File: src/rtl/dtg_pkg.sv
package dtg_pkg;
  typedef enum logic [1:0] {
    TGT_NONE  = 2'd0,
    TGT_MTRAP = 2'd1,
    TGT_NMI   = 2'd2,
    TGT_HALT  = 2'd3
  } trap_tgt_e;

  localparam logic [1:0] PRIV_M = 2'b11;
endpackage

File: src/rtl/dtg_decide.sv
module dtg_decide (
  input  logic trap_req_i,
  input  logic mdt_i,
  input  logic nmie_i,
  input  logic nmi_en_i,
  input  logic crit_i,
  output logic take_m_o,
  output logic take_nmi_o,
  output logic halt_o
);
  logic live, unexpected, nmi_ready;

  assign live       = trap_req_i & ~crit_i;
  assign nmi_ready  = nmi_en_i & nmie_i;
  // handler busy: either trap-disable set or NMI handler not yet re-armed
  assign unexpected = mdt_i | (nmi_en_i & ~nmie_i);

  assign take_m_o   = live & ~unexpected;
  assign take_nmi_o = live & unexpected & nmi_ready;
  assign halt_o     = live & unexpected & ~nmi_ready;
endmodule

File: src/rtl/dtg_status.sv
module dtg_status (
  input  logic clk_i,
  input  logic rst_ni,
  input  logic hold_i,
  input  logic trap_enter_i,
  input  logic mret_i,
  input  logic csr_we_i,
  input  logic wr_mdt_i,
  input  logic wr_mie_i,
  output logic mdt_o,
  output logic mie_o
);
  always_ff @(posedge clk_i or negedge rst_ni) begin
    if (!rst_ni) begin
      mdt_o <= 1'b1;
      mie_o <= 1'b0;
    end else if (hold_i) begin
      mdt_o <= mdt_o;
    end else if (trap_enter_i) begin
      mdt_o <= 1'b1;
      mie_o <= 1'b0;
    end else if (mret_i) begin
      mdt_o <= 1'b0;
    end else if (csr_we_i) begin
      mdt_o <= wr_mdt_i;
      mie_o <= wr_mie_i & ~wr_mdt_i; // interlock
    end
  end
endmodule

File: src/rtl/dtg_save.sv
module dtg_save #(
  parameter int unsigned PC_W    = 64,
  parameter int unsigned CAUSE_W = 6
) (
  input  logic               clk_i,
  input  logic               rst_ni,
  input  logic               cap_i,
  input  logic [PC_W-1:0]    pc_i,
  input  logic [CAUSE_W-1:0] cause_i,
  output logic [PC_W-1:0]    pc_o,
  output logic [CAUSE_W-1:0] cause_o
);
  always_ff @(posedge clk_i or negedge rst_ni) begin
    if (!rst_ni) begin
      pc_o    <= '0;
      cause_o <= '0;
    end else if (cap_i) begin
      pc_o    <= pc_i;
      cause_o <= cause_i;
    end
  end
endmodule

File: src/rtl/mdt_guard.sv
module mdt_guard #(
  parameter int unsigned XLEN    = 64,
  parameter int unsigned CAUSE_W = 6,
  parameter int unsigned MIE_POS = 3,
  parameter int unsigned MDT_POS = 42
) (
  input  logic               clk_i,
  input  logic               rst_ni,
  input  logic               trap_req_i,
  input  logic [CAUSE_W-1:0] trap_cause_i,
  input  logic [XLEN-1:0]    trap_pc_i,
  input  logic               csr_we_i,
  input  logic [XLEN-1:0]    csr_wdata_i,
  input  logic               mret_i,
  input  logic               nmi_en_i,
  output logic [1:0]         trap_tgt_o,
  output logic [XLEN-1:0]    mepc_o,
  output logic [CAUSE_W-1:0] mcause_o,
  output logic [XLEN-1:0]    mnepc_o,
  output logic [CAUSE_W-1:0] mncause_o,
  output logic               mdt_o,
  output logic               mie_o,
  output logic               nmie_o,
  output logic [1:0]         mnpp_o,
  output logic               crit_err_o,
  output logic               irq_allow_o,
  output logic               nmi_allow_o
);
  import dtg_pkg::*;

  localparam int unsigned N_BANK = 2; // 0: machine, 1: non-maskable

  logic take_m, take_nmi, halt, hold;
  logic nmie_q, crit_q;
  logic [1:0] mnpp_q;
  trap_tgt_e tgt_q;
  logic [N_BANK-1:0]  cap;
  logic [XLEN-1:0]    epc_q   [N_BANK];
  logic [CAUSE_W-1:0] cause_q [N_BANK];
  logic unused_wdata;

  assign unused_wdata = ^csr_wdata_i;

  dtg_decide u_decide (
    .trap_req_i (trap_req_i),
    .mdt_i      (mdt_o),
    .nmie_i     (nmie_q),
    .nmi_en_i   (nmi_en_i),
    .crit_i     (crit_q),
    .take_m_o   (take_m),
    .take_nmi_o (take_nmi),
    .halt_o     (halt)
  );

  // a trap that is not a normal entry, or a frozen hart, discards updates
  assign hold = crit_q | (trap_req_i & ~take_m);

  dtg_status u_status (
    .clk_i        (clk_i),
    .rst_ni       (rst_ni),
    .hold_i       (hold),
    .trap_enter_i (take_m),
    .mret_i       (mret_i),
    .csr_we_i     (csr_we_i),
    .wr_mdt_i     (csr_wdata_i[MDT_POS]),
    .wr_mie_i     (csr_wdata_i[MIE_POS]),
    .mdt_o        (mdt_o),
    .mie_o        (mie_o)
  );

  assign cap = {take_nmi, take_m};

  for (genvar g = 0; g < N_BANK; g++) begin : g_bank
    dtg_save #(.PC_W(XLEN), .CAUSE_W(CAUSE_W)) u_save (
      .clk_i   (clk_i),
      .rst_ni  (rst_ni),
      .cap_i   (cap[g]),
      .pc_i    (trap_pc_i),
      .cause_i (trap_cause_i),
      .pc_o    (epc_q[g]),
      .cause_o (cause_q[g])
    );
  end

  always_ff @(posedge clk_i or negedge rst_ni) begin
    if (!rst_ni) begin
      nmie_q <= 1'b1;
      mnpp_q <= 2'b00;
      crit_q <= 1'b0;
      tgt_q  <= TGT_NONE;
    end else begin
      if (halt)          tgt_q <= TGT_HALT;
      else if (take_nmi) tgt_q <= TGT_NMI;
      else if (take_m)   tgt_q <= TGT_MTRAP;
      else               tgt_q <= TGT_NONE;
      if (take_nmi) begin
        nmie_q <= 1'b0;
        mnpp_q <= PRIV_M;
      end
      if (halt) crit_q <= 1'b1;
    end
  end

  assign trap_tgt_o  = tgt_q;
  assign mepc_o      = epc_q[0];
  assign mcause_o    = cause_q[0];
  assign mnepc_o     = epc_q[1];
  assign mncause_o   = cause_q[1];
  assign nmie_o      = nmie_q;
  assign mnpp_o      = mnpp_q;
  assign crit_err_o  = crit_q;
  assign irq_allow_o = mie_o & ~crit_q;
  assign nmi_allow_o = nmi_en_i & nmie_q & ~crit_q;
endmodule

File: config.mk
export PLATFORM = sky130hd
export DESIGN_NAME = mdt_guard
export DESIGN_NICKNAME = d
export VERILOG_FILES = /design/src/rtl/dtg_pkg.sv /design/src/rtl/dtg_decide.sv /design/src/rtl/dtg_status.sv /design/src/rtl/dtg_save.sv /design/src/rtl/mdt_guard.sv
export SDC_FILE = /design/constraint.sdc
export NUM_CORES = 1
export LEC_CHECK = 0
export BUFFER_PORTS_ARGS = -buffer_cell sky130_fd_sc_hd__buf_4
export CAP_MARGIN = 20
export CORE_ASPECT_RATIO = 1.2
export CORE_MARGIN = 1
export CORE_UTILIZATION = 42
export DETAILED_ROUTE_END_ITERATION = 10
export PLACE_DENSITY_LB_ADDON = 0.05
export SKIP_LAST_GASP = 1
export SLEW_MARGIN = 5
export SYNTH_ARGS = -nofsm -noshare
export SYNTH_HDL_FRONTEND = slang
export SYNTH_HIERARCHICAL = 1
export SYNTH_SLANG_ARGS = --single-unit
File: constraint.sdc
create_clock -name clk_i -period 1.83 [get_ports clk_i]
set_input_delay 0.366 -clock clk_i [delete_from_list [all_inputs] [get_ports clk_i]]
set_output_delay 0.366 -clock clk_i [all_outputs]
set_load 0.02 [all_outputs]
======== After elaboration in Yosys (flattened, before gate mapping) ========
Index checks and enable logic that the tools add are counted.
storage, ports and cells
  register bits after elaboration ......... 147
  input port bits ......................... 140
  output and inout port bits .............. 150
cells by class
  equal/unequal tests ..................... 1
  multiplexer cells ....................... 9
  bitwise operators ....................... 20
  reduce and logical (&&, ||, !) cells .... 4
operators with widths
  kind                                                                      number
  1-bit bitwise AND                                                         11
  1-bit two-way mux                                                         7
  1-bit NOT                                                                 7
  2-bit two-way mux                                                         2
  3-bit AND reduction                                                       1
  3-bit nonzero test                                                        1
  2-bit by 1-bit inequality test with 1-bit output (second input constant)  1
  1-bit bitwise OR                                                          2
  2-bit AND reduction                                                       1
  2-bit nonzero test                                                        1

======== Depth between registers and ports, before layout ========
Gate-level depths: netlist of run 1.
  depth in word-level cells ............... 10
  mapped depth ............................ 7

======== Cells and area by module ========
Netlist of run 1, hierarchy kept.
modules (own cells, without submodules)
  module      instances  cells each  area each (µm²)  sequential area each (µm²)
  dtg_save    2          148         2954.1           1751.7
  mdt_guard   1          16          191.4            126.4
  dtg_status  1          11          115.1            51.3
  dtg_decide  1          7           50.0             0.0

======== Worst setup path after synthesis of run 1 ========
OpenSTA, ideal clock, no wires.
  kind .................................... reg2reg
  from .................................... reg crit_q (netlist: crit_err_o)
  to ...................................... reg g_bank[0].u_save.cause_o[0]
  arrival ................................. 1684 ps
  required time ........................... 1705 ps
  slack ................................... 21 ps
  cell stages (with the launch flop) ...... 6
  buffers on the path ..................... 2
  path through ............................ dfrtp_1 -> nand2b_4 -> nor3_1 -> buf_6 -> buf_12 -> mux2_4
on the way
  longest elaborated chain between the ends .. 3
RTL lines
  what                      line              text
  start: declaration        mdt_guard.sv:34   logic nmie_q, crit_q;
  start signal: assignment  mdt_guard.sv:89   crit_q <= 1'b0;
  start signal: assignment  mdt_guard.sv:100  if (halt) crit_q <= 1'b1;
  1-bit NOT                 dtg_decide.sv:13  assign live = trap_req_i & ~crit_i;
  1-bit bitwise AND         dtg_decide.sv:13
  1-bit bitwise AND         dtg_decide.sv:18  assign take_m_o = live & ~unexpected;
  via take_m                mdt_guard.sv:33   logic take_m, take_nmi, halt, hold;
  end signal: assignment    dtg_save.sv:19    cause_o <= cause_i;
  end: declaration          dtg_save.sv:11    output logic [CAUSE_W-1:0] cause_o
The timed path passes the listed nets, and every way through them passes these cells.
A chain may end at the register's enable or synchronous reset.

======== Final worst setup path of run 1 ========
  from .................................... reg nmie_q (netlist: nmie_o)
  to ...................................... reg g_bank[1].u_save.pc_o[20]
on the way
  longest elaborated chain between the ends .. 5
  elaborated cells on any way between the ends .. 6
RTL lines
  what                      line              text
  start: declaration        mdt_guard.sv:34
  start signal: assignment  mdt_guard.sv:87   nmie_q <= 1'b1;
  start signal: assignment  mdt_guard.sv:97   nmie_q <= 1'b0;
  1-bit NOT                 dtg_decide.sv:16  assign unexpected = mdt_i | (nmi_en_i & ~nmie_i);
  1-bit bitwise AND         dtg_decide.sv:16
  1-bit bitwise OR          dtg_decide.sv:16
  1-bit bitwise AND         dtg_decide.sv:19  assign take_nmi_o = live & unexpected & nmi_ready;
  1-bit bitwise AND *       dtg_decide.sv:19
  via take_nmi              mdt_guard.sv:33
  end signal: assignment    dtg_save.sv:18    pc_o <= pc_i;
  end: declaration          dtg_save.sv:10    output logic [PC_W-1:0] pc_o,
The timed path passes the listed nets; every way through them passes the cells marked *.

==> results_dict.tcl, run 1 <==
set metrics [dict create \
    crit_chain "nand3_1 > nor2_4 > buf_12 > mux2_4" \
    critPathMaxStageDelay_ns 0.60 \
    leakagePower_nw 4.41 \
    die_x_um 113 \
    dr_total_vias 3611 \
    dp_hpwl_um 9240 \
    yosys.area.top_type "dfrtp_1" \
    numCtsBuffers 17 \
    placedCellCount 751 \
    grt_pass1_wl_um 20900 \
    endpoint_kind "flip-flop" \
    clock.fmax_mhz 588 \
    drt-wirelength-per-cell_um 17.2 \
    cap_violations 0 \
    final.setup.tns_ns 0 \
    status "complete, no violations" \
    synthTopCellsByCount "dfrtp_1 (145), mux2_4 (140), buf_12 (14)" \
    regArea_mm2 0.00368 \
    synth_cell_types 23 \
    clock-root-buffer "clkbuf_16" \
    vdd_drop_max_mv 0.633 \
    cp.arrival_ns 2.00 \
    post-synth-top-count-cell "dfrtp_1" \
    startpoint_type "flip-flop" \
    post-cts-setup-buffer-count 0 \
    power_w 0.0118 \
    pre_cts_slack_ns 0.147 \
    drtIter0Drc 133 \
    gp_congestion 0.723 \
    cp_max_fo 39 \
    critPathBufInv 1 \
    syn_to_final_growth_pct 38.8 \
    io_buffers 227 \
    met1_length_um 5820 \
    maxSlewHeadroom 0.759 \
    fin_skew_ns 0.00778 \
    fin_util 0.601 \
    stdcell_count 783 \
    top_layer "met4" \
    maxSlewViolCount 0 \
    grt_max_degree 55 \
    worst_pin_slew_ns 0.361 \
    min_path_type "in -> reg" \
    dieArea_mm2 0.0154 \
    drive_gt1_frac 0.714 \
    finalSetupViolCount 0 \
    fin_crit_sh 0.930 \
    rows 48 \
    cp_top_family "flip-flops" \
    synth.area.top_cells "dfrtp_1 (58%), mux2_4 (34%), buf_12 (4.5%)" \
    via_per_inst 4.61 \
    die_height_um 136 \
    dr.pass1.iters 4 \
    antennaDiodeCount 0 \
    grt_pass1_vias 3752 \
    final-hold-violation-count 0 \
    yosysTopAreaCellShare 0.579 \
    initial_utilization 0.433 \
    drc_errors 0 \
    htreeDepth 4 \
    synth_warnings 6 \
    syn_area_mm2 0.00626 \
    final.setup.worst_slack_ns 0.129 \
    ys_ff_latch 147 \
    worstPathRequired_ns 2.13 \
    dr_wl_met2_um 6500 \
    rrSetupSlack_ns 0.13 \
    drt_wl_total_um 13500 \
    synthFlopType "dfrtp_1" \
    coreArea_mm2 0.0145 \
    rsz0062_at_grt "false" \
    critical_path_class "reg -> reg" \
    synth_fp_nets 470 \
    multiInputGateArea_mm2 0.00228 \
    cts_max_path_buffers 2 \
    clock_latency_ns 0.42 \
    grt_remaining_overflow 0 \
    cp_slowest_cell "dfstp_2" \
    fillers 1195 \
    tritoncts "built" \
    track_usage 0.181 \
    finish.net_count 711 \
    clock_sinks 147 \
    num_io_pins 290 \
    powerDensity_mw_per_mm2 1360 \
    syn_inst 330 \
    synth-edff-count 0 \
    yosysSeqAreaShare 0.588 \
    cts.reportedPaths.clkPinSlew_ns 0.06 \
    grt_antenna_before_repair 0 \
    synthArstFlopShare 1.00 \
    period_minus_slack_ns 1.70 \
    drt.antenna.violating_nets 0 \
    dr_wl_met3_um 1020 \
    synth_area_per_cell_um2 19.0 \
]
## final timing paths
kind | from | end | cells past startpoint
max in group asynchronous | rst_ni | u_status/mdt_o$_DFFE_PN1P_ | 3
worst max-delay path | nmie_o$_DFFE_PN1P_ | g_bank[1].u_save/pc_o[20]$_DFFE_PN0P_ | 4
worst max register to register | nmie_o$_DFFE_PN1P_ | g_bank[1].u_save/pc_o[20]$_DFFE_PN0P_ | 4
min in group asynchronous | rst_ni | g_bank[1].u_save/pc_o[6]$_DFFE_PN0P_ | 2
worst min register to register | mnpp_o[0]$_DFFE_PN0P_ | mnpp_o[0]$_DFFE_PN0P_ | 1
worst min-delay path | trap_pc_i[50] | g_bank[1].u_save/pc_o[50]$_DFFE_PN0P_ | 2
## through the flow
step                      hold slack (ns)  area [µm²]
after floorplan                    0.0704        6260
after detailed placement            0.293        8110
after global routing                0.163        8700
after global placement              0.285        8110
final                               0.185        8700
after CTS                           0.163        8700
## power breakdown
part / internal (W) / switching, W / total, W
sequential: 0.00405 / 0.000477 / 0.00453
combinational: 0.00215 / 0.00178 / 0.00394
clock: 0.00209 / 0.00129 / 0.00338
## placed cells by master, fill, tap and decap left out, drive strengths merged
master	count
a211oi	1
a21o	1
a21oi	1
buf	238
bufinv	2
clkbuf	21
clkinv	5
clkinvlp	3
dfrtp	145
dfstp	2
dlygate4sd3	1
inv	1
mux2	140
mux2i	1
nand2	2
nand2b	1
nand3	1
nor2	4
nor2b	4
nor3	1
nor3b	1
o21ai	3
o21bai	1
or2	3
## metal layers
| metal | vias to the layer above | GRT usage |
|---|---|---|
| li1 | 1627 | - |
| met1 | 1825 | 0.237 |
| met2 | 148 | 0.270 |
| met3 | 11 | 0.0689 |
| met4 | 0 | 0.0709 |
| met5 | - | 0 |
## flip-flops by register name (all words and copies together) (netlist names)
register	cells
u_status/mie_o	1
trap_tgt_o	2
crit_err_o	1
u_status/mdt_o	1
mnpp_o	1
g_bank.u_save/cause_o	12
nmie_o	1
g_bank.u_save/pc_o	128
## what timing repair did
action	in CTS	in global routing
gates resized for setup	0	0
endpoints found under the hold margin	33	0
hold buffers	1	0
## area by class of cell
type / instances / area share
multi-input combinational: 165 / 0.262
clock buffer: 21 / 0.0541
sequential: 147 / 0.423
clock inverter: 10 / 0.0124
tap: 200 / 0.0288
timing repair buffer: 239 / 0.219
inverter: 1 / 0.000432
## kinds of logic (layout without fill, tap and decap cells)
group | after synthesis | count (layout) | synth area share
flops | 147 | 147 | 0.588
mux | 141 | 141 | 0.337
buf+inv | 18 | 271 | 0.0501
compound gates | 7 | 7 | 0.00759
simple gates | 17 | 17 | 0.0176
Power figures use the tool's default switching activity.
==> run 2, diff against run 1 <==
--- a/config.mk
+++ b/config.mk
@@ -7,7 +7,7 @@
 export LEC_CHECK = 0
 export BUFFER_PORTS_ARGS = -buffer_cell sky130_fd_sc_hd__buf_4
 export CAP_MARGIN = 20
-export CORE_ASPECT_RATIO = 1.2
+export CORE_ASPECT_RATIO = 1.1
 export CORE_MARGIN = 1
 export CORE_UTILIZATION = 42
 export DETAILED_ROUTE_END_ITERATION = 10
==> results_dict.tcl, run 2 (synthesis gave the netlist of run 1 again) <==
set metrics [dict create \
    final-hold-violation-count 0 \
    initial_utilization 0.432 \
    final_cell_mix "buf_4 (235), dfrtp_1 (145), mux2_4 (140)" \
    maxSlewViolCount 0 \
    antennaDiodeCount 0 \
    grt_antenna_before_repair 0 \
    largest_register "g_bank.u_save/pc_o" \
    startpoint_type "flip-flop" \
    powerDensity_mw_per_mm2 1380 \
    leakagePower_nw 4.47 \
    clock-root-buffer "clkbuf_16" \
    worst_pin_slew_ns 0.429 \
    grt_pass1_wl_um 21800 \
    finish.net_count 717 \
    coreArea_mm2 0.0145 \
    grt_remaining_overflow 0 \
    cp.arrival_ns 1.38 \
    maxSlewHeadroom 0.714 \
    cp_slowest_cell "dfstp_2" \
    post-cts-setup-buffer-count 0 \
    drt.antenna.violating_nets 0 \
    finalSetupViolCount 0 \
    worstPathRequired_ns 1.46 \
    fin_skew_ns 0.0106 \
    via_per_inst 4.70 \
    grt_pass1_vias 3917 \
    track_usage 0.189 \
    dr.pass1.iters 4 \
    gp_congestion 0.730 \
    critical_path_class "reg -> out" \
    grt_max_degree 44 \
    clock_latency_ns 0.42 \
    period_minus_slack_ns 1.74 \
    crit_chain "buf_4 > nand2_1 > nor2_1 > buf_4" \
    final_common_cell "buf_4" \
    numCtsBuffers 17 \
    rows 46 \
    endpoint_kind "output pin" \
    rsz0062_at_grt "false" \
    final.setup.tns_ns 0 \
    dp_hpwl_um 9680 \
    cp_top_family "flip-flops" \
    clock.fmax_mhz 574 \
    drt_wl_total_um 14000 \
    status "complete, no violations" \
    drtIter0Drc 132 \
    dr_total_vias 3674 \
    cp_max_fo 4 \
    die_height_um 130 \
    htreeDepth 4 \
    cap_violations 0 \
    drt-wirelength-per-cell_um 17.9 \
    tritoncts "built" \
    critPathBufInv 2 \
    clock_sinks 147 \
    die_x_um 118 \
    critPathMaxStageDelay_ns 0.56 \
    hold_slack_ns 0.184 \
    largest_register_ffs 128 \
    num_io_pins 290 \
    postCtsHoldBufs 1 \
    fin_crit_sh 0.952 \
    vdd_drop_max_mv 0.619 \
    min_path_type "in -> reg" \
    io_buffers 227 \
    syn_to_final_growth_pct 39.9 \
    cts.repair.resized 0 \
    dieArea_mm2 0.0154 \
    cts.reportedPaths.clkPinSlew_ns 0.06 \
    cts_max_path_buffers 2 \
    drc_errors 0 \
    cp_common_cell "buf_4" \
    drive_gt1_frac 0.715 \
]
## run 2: cell types whose count changed in the layout (fill, tap and decap cells not counted), sizes merged
| cell | delta |
|---|---|
| clkinvlp | -2 |
| clkbuf | +2 |
| buf | +6 |
| bufinv | +1 |
## run 2: worst register-to-register path, stage by stage (launching register included)
cell,delay [ns]
dfstp_2,0.56
nor2b_1,0.06
nor3_2,0.15
buf_4,0.18
inv_1,0.06
a21o_1,0.20
nor3b_2,0.20
mux2i_1,0.10
o21ai_1,0.12
## run 2: cell type report
cell class	count	area (µm²)
clock inverters	9	126
multi-input cells	165	2280
fillers	1143	5740
inverters	1	3.75
well taps	192	240
flip-flops and latches	147	3680
repair buffers	245	1950
clock buffers	23	488
## run 2: final timing paths
| path | startpoint | to | slack, ns | depth (start not counted) |
|---|---|---|---|---|
| setup / recovery | nmie_o$_DFFE_PN1P_ | nmi_allow_o | 0.09 | 4 |
| hold / removal | trap_pc_i[39] | g_bank[0].u_save/pc_o[39]$_DFFE_PN0P_ | 0.18 | 2 |
| setup reg to reg | nmie_o$_DFFE_PN1P_ | u_status/mie_o$_DFFE_PN0P_ | 0.13 | 8 |
| hold reg to reg | g_bank[1].u_save/pc_o[48]$_DFFE_PN0P_ | g_bank[1].u_save/pc_o[48]$_DFFE_PN0P_ | 0.51 | 1 |
| max in group asynchronous | rst_ni | g_bank[1].u_save/pc_o[21]$_DFFE_PN0P_ | 0.72 | 3 |
| min in group asynchronous | rst_ni | g_bank[1].u_save/pc_o[23]$_DFFE_PN0P_ | 0.45 | 2 |
## run 2: power by group
| group | leakage, nW | internal [W] | switching (W) |
|---|---|---|---|
| sequential | 1.91 | 0.00405 | 0.000478 |
| combinational | 2.25 | 0.00216 | 0.00181 |
| clock | 0.303 | 0.00228 | 0.00130 |
## run 2: metrics by stage
stage,cell area [µm²],setup WS (ns),std cells,power (W),utilization
CTS,8770,0.0687,782,0.0122,0.604
finish,8770,0.0880,782,0.0121,0.604
global route,8770,0.00333,782,0.0126,0.604
global placement,8140,0.158,749,0.00847,0.561
floorplan,6260,0.0213,330,0.00677,-
detailed placement,8140,0.0968,749,0.00855,0.561
## run 2: layer usage
metal / track usage / wire length [µm] / up-vias
li1: - / - / 1650
met1: 0.244 / 6170 / 1868
met2: 0.296 / 6700 / 146
met3: 0.0721 / 1040 / 10
met4: 0.0603 / 121 / 0
met5: 0 / 0 / -
==> run 3, diff against run 2 <==
--- a/config.mk
+++ b/config.mk
@@ -5,11 +5,12 @@
 export SDC_FILE = /design/constraint.sdc
 export NUM_CORES = 1
 export LEC_CHECK = 0
+export ABC_AREA = 1
 export BUFFER_PORTS_ARGS = -buffer_cell sky130_fd_sc_hd__buf_4
 export CAP_MARGIN = 20
 export CORE_ASPECT_RATIO = 1.1
 export CORE_MARGIN = 1
-export CORE_UTILIZATION = 42
+export CORE_UTILIZATION = 41
 export DETAILED_ROUTE_END_ITERATION = 10
 export PLACE_DENSITY_LB_ADDON = 0.05
 export SKIP_LAST_GASP = 1
==> constraint.sdc (replaced) <==
create_clock -name clk_i -period 1.83 [get_ports clk_i]
set_input_delay 0.366 -clock clk_i [delete_from_list [all_inputs] [get_ports clk_i]]
set_output_delay 0.366 -clock clk_i [all_outputs]
set_load 0.005 [all_outputs]
==> results_dict.tcl, run 3 <==
set metrics [dict create \
    status "complete, no violations" \
    io_buffers 227 \
    ys_ff_latch 147 \
    yosysTopAreaCellShare 0.627 \
    largest_register "g_bank.u_save/pc_o" \
    top_layer "met4" \
    grt_max_degree 71 \
    vdd_drop_max_mv 0.483 \
    rr_worst_depth 5 \
    critical_path_class "reg -> reg" \
    dr_wl_met3_um 1220 \
    gp_congestion 0.810 \
    final.setup.tns_ns 0 \
    dr.pass1.iters 4 \
    numCtsBuffers 17 \
    synth_warnings 6 \
    cts_max_path_buffers 2 \
    syn_to_final_growth_pct 42.5 \
    postPlaceCellArea_mm2 0.00763 \
    post-synth-top-count-cell "nand2_1" \
    grt_pass1_wl_um 24400 \
    synth_fp_nets 791 \
    via_per_inst 4.51 \
    synth_area_per_cell_um2 8.88 \
    synth_cell_types 14 \
    num_io_pins 290 \
    yosysSeqAreaShare 0.637 \
    cp_max_fo 70 \
    dr_wl_met2_um 7520 \
    clock-root-buffer "clkbuf_16" \
    final_cell_mix "nand2_1 (443), buf_4 (233), dfrtp_1 (145)" \
    finalSetupViolCount 0 \
    drt_wl_total_um 15100 \
    synthFlopType "dfrtp_1" \
    met1_length_um 6190 \
    endpoint_kind "flip-flop" \
    grt_remaining_overflow 0 \
    drt-wirelength-per-cell_um 14.0 \
    synthArstFlopShare 1.00 \
    finish.net_count 1021 \
    die_height_um 127 \
    min_path_type "in -> reg" \
    leakagePower_nw 4.97 \
    largest_register_ffs 128 \
    rsz0062_at_grt "false" \
    post-cts-setup-buffer-count 0 \
    initial_utilization 0.419 \
    track_usage 0.221 \
    tritoncts "built" \
    cts.reportedPaths.clkPinSlew_ns 0.06 \
    cp.arrival_ns 1.96 \
    synth-edff-count 0 \
    clock_sinks 147 \
    syn_area_mm2 0.00578 \
    period_minus_slack_ns 1.62 \
    die_x_um 115 \
    cts.repair.resized 0 \
    clock_latency_ns 0.42 \
    syn_inst 651 \
    htreeDepth 4 \
    dr_total_vias 4877 \
    antennaDiodeCount 0 \
    dp_hpwl_um 10300 \
    hold_depth 3 \
    pre_cts_slack_ns 0.200 \
    placedCellCount 1049 \
    startpoint_type "flip-flop" \
    drtIter0Drc 339 \
    worstPathRequired_ns 2.17 \
    fin_skew_ns 0.00731 \
    drive_gt1_frac 0.310 \
    final.setup.worst_slack_ns 0.210 \
    maxSlewViolCount 0 \
    stdcell_count 1082 \
    worst_pin_slew_ns 0.562 \
    grt_antenna_before_repair 0 \
    cap_violations 0 \
    final_area_mm2 0.00824 \
    coreArea_mm2 0.0138 \
    synthTopCellsByCount "nand2_1 (443), dfrtp_1 (145), buf_6 (16)" \
    final_common_cell "nand2_1" \
    dieArea_mm2 0.0146 \
    clock.fmax_mhz 617 \
    powerDensity_mw_per_mm2 843 \
    drt.antenna.violating_nets 0 \
    maxSlewHeadroom 0.625 \
    rows 45 \
    fin_crit_sh 0.885 \
    final-hold-violation-count 0 \
    postCtsHoldBufs 1 \
    yosys.area.top_type "dfrtp_1" \
    grt_pass1_vias 4852 \
    drc_errors 0 \
    synth.area.top_cells "dfrtp_1 (63%), nand2_1 (29%), buf_6 (3.1%)" \
]
[run 3: cell types whose count changed after synthesis, moves of 3 or more]
cell     change
nand2_1    +441
mux2_4     -140
buf_12      -14
buf_4       +14
buf_6       +14
inv_1       +12
nor2b_1      -3
[run 3: routing by layer]
| metal | vias up | track usage |
|---|---|---|
| met5 | - | 0 |
| met4 | 0 | 0.0840 |
| met3 | 15 | 0.0760 |
| met2 | 149 | 0.371 |
| met1 | 2313 | 0.259 |
| li1 | 2400 | - |
[run 3: cell families after synthesis]
group         share of synthesized area
simple gates                      0.300
flops                             0.637
buf+inv                          0.0634
[run 3: layout make-up]
class                           instances  area (µm²)
Clock inverter                          3        65.1
Clock buffer                           29         531
Inverter                               17        73.8
Tap cell                              188         235
Sequential cell                       147        3680
Timing Repair Buffer                  242        1910
Fill cell                            1288        5560
Multi-Input combinational cell        456        1740
[run 3: where the power goes]
part	switching (W)	internal, W
Sequential	0	0.00325
Combinational	0.000118	0.000125
Clock	0.00123	0.00223
Total	0.00134	0.00560
[run 3: path summary, 6_finish.rpt]
path	from	to	slack (ns)
setup / recovery	u_status/mdt_o$_DFFE_PN1P_	g_bank[0].u_save/pc_o[57]$_DFFE_PN0P_	0.21
hold / removal	trap_pc_i[62]	g_bank[0].u_save/pc_o[62]$_DFFE_PN0P_	0.15
setup reg to reg	u_status/mdt_o$_DFFE_PN1P_	g_bank[0].u_save/pc_o[57]$_DFFE_PN0P_	0.21
hold reg to reg	g_bank[0].u_save/pc_o[51]$_DFFE_PN0P_	g_bank[0].u_save/pc_o[51]$_DFFE_PN0P_	0.47
max in group asynchronous	rst_ni	g_bank[0].u_save/pc_o[60]$_DFFE_PN0P_	0.76
min in group asynchronous	rst_ni	g_bank[0].u_save/pc_o[15]$_DFFE_PN0P_	0.48
[run 3: worst max-delay path, stage by stage (launching register included)]
cell and delay (ns):
dfstp_2 0.54, inv_1 0.05, and3_2 0.29, inv_6 0.44
nand2_1 0.12, nand2_1 0.09
[run 3: through the flow]
step / power (W) / hold WS, ns / util
2_1_floorplan: 0.00332 / 0.0704 / -
3_3_place_gp: 0.00355 / 0.366 / 0.553
3_5_place_dp: 0.00356 / 0.369 / 0.553
4_1_cts: 0.00704 / 0.137 / 0.597
5_1_grt: 0.00719 / 0.141 / 0.597
6_report: 0.00695 / 0.154 / 0.597
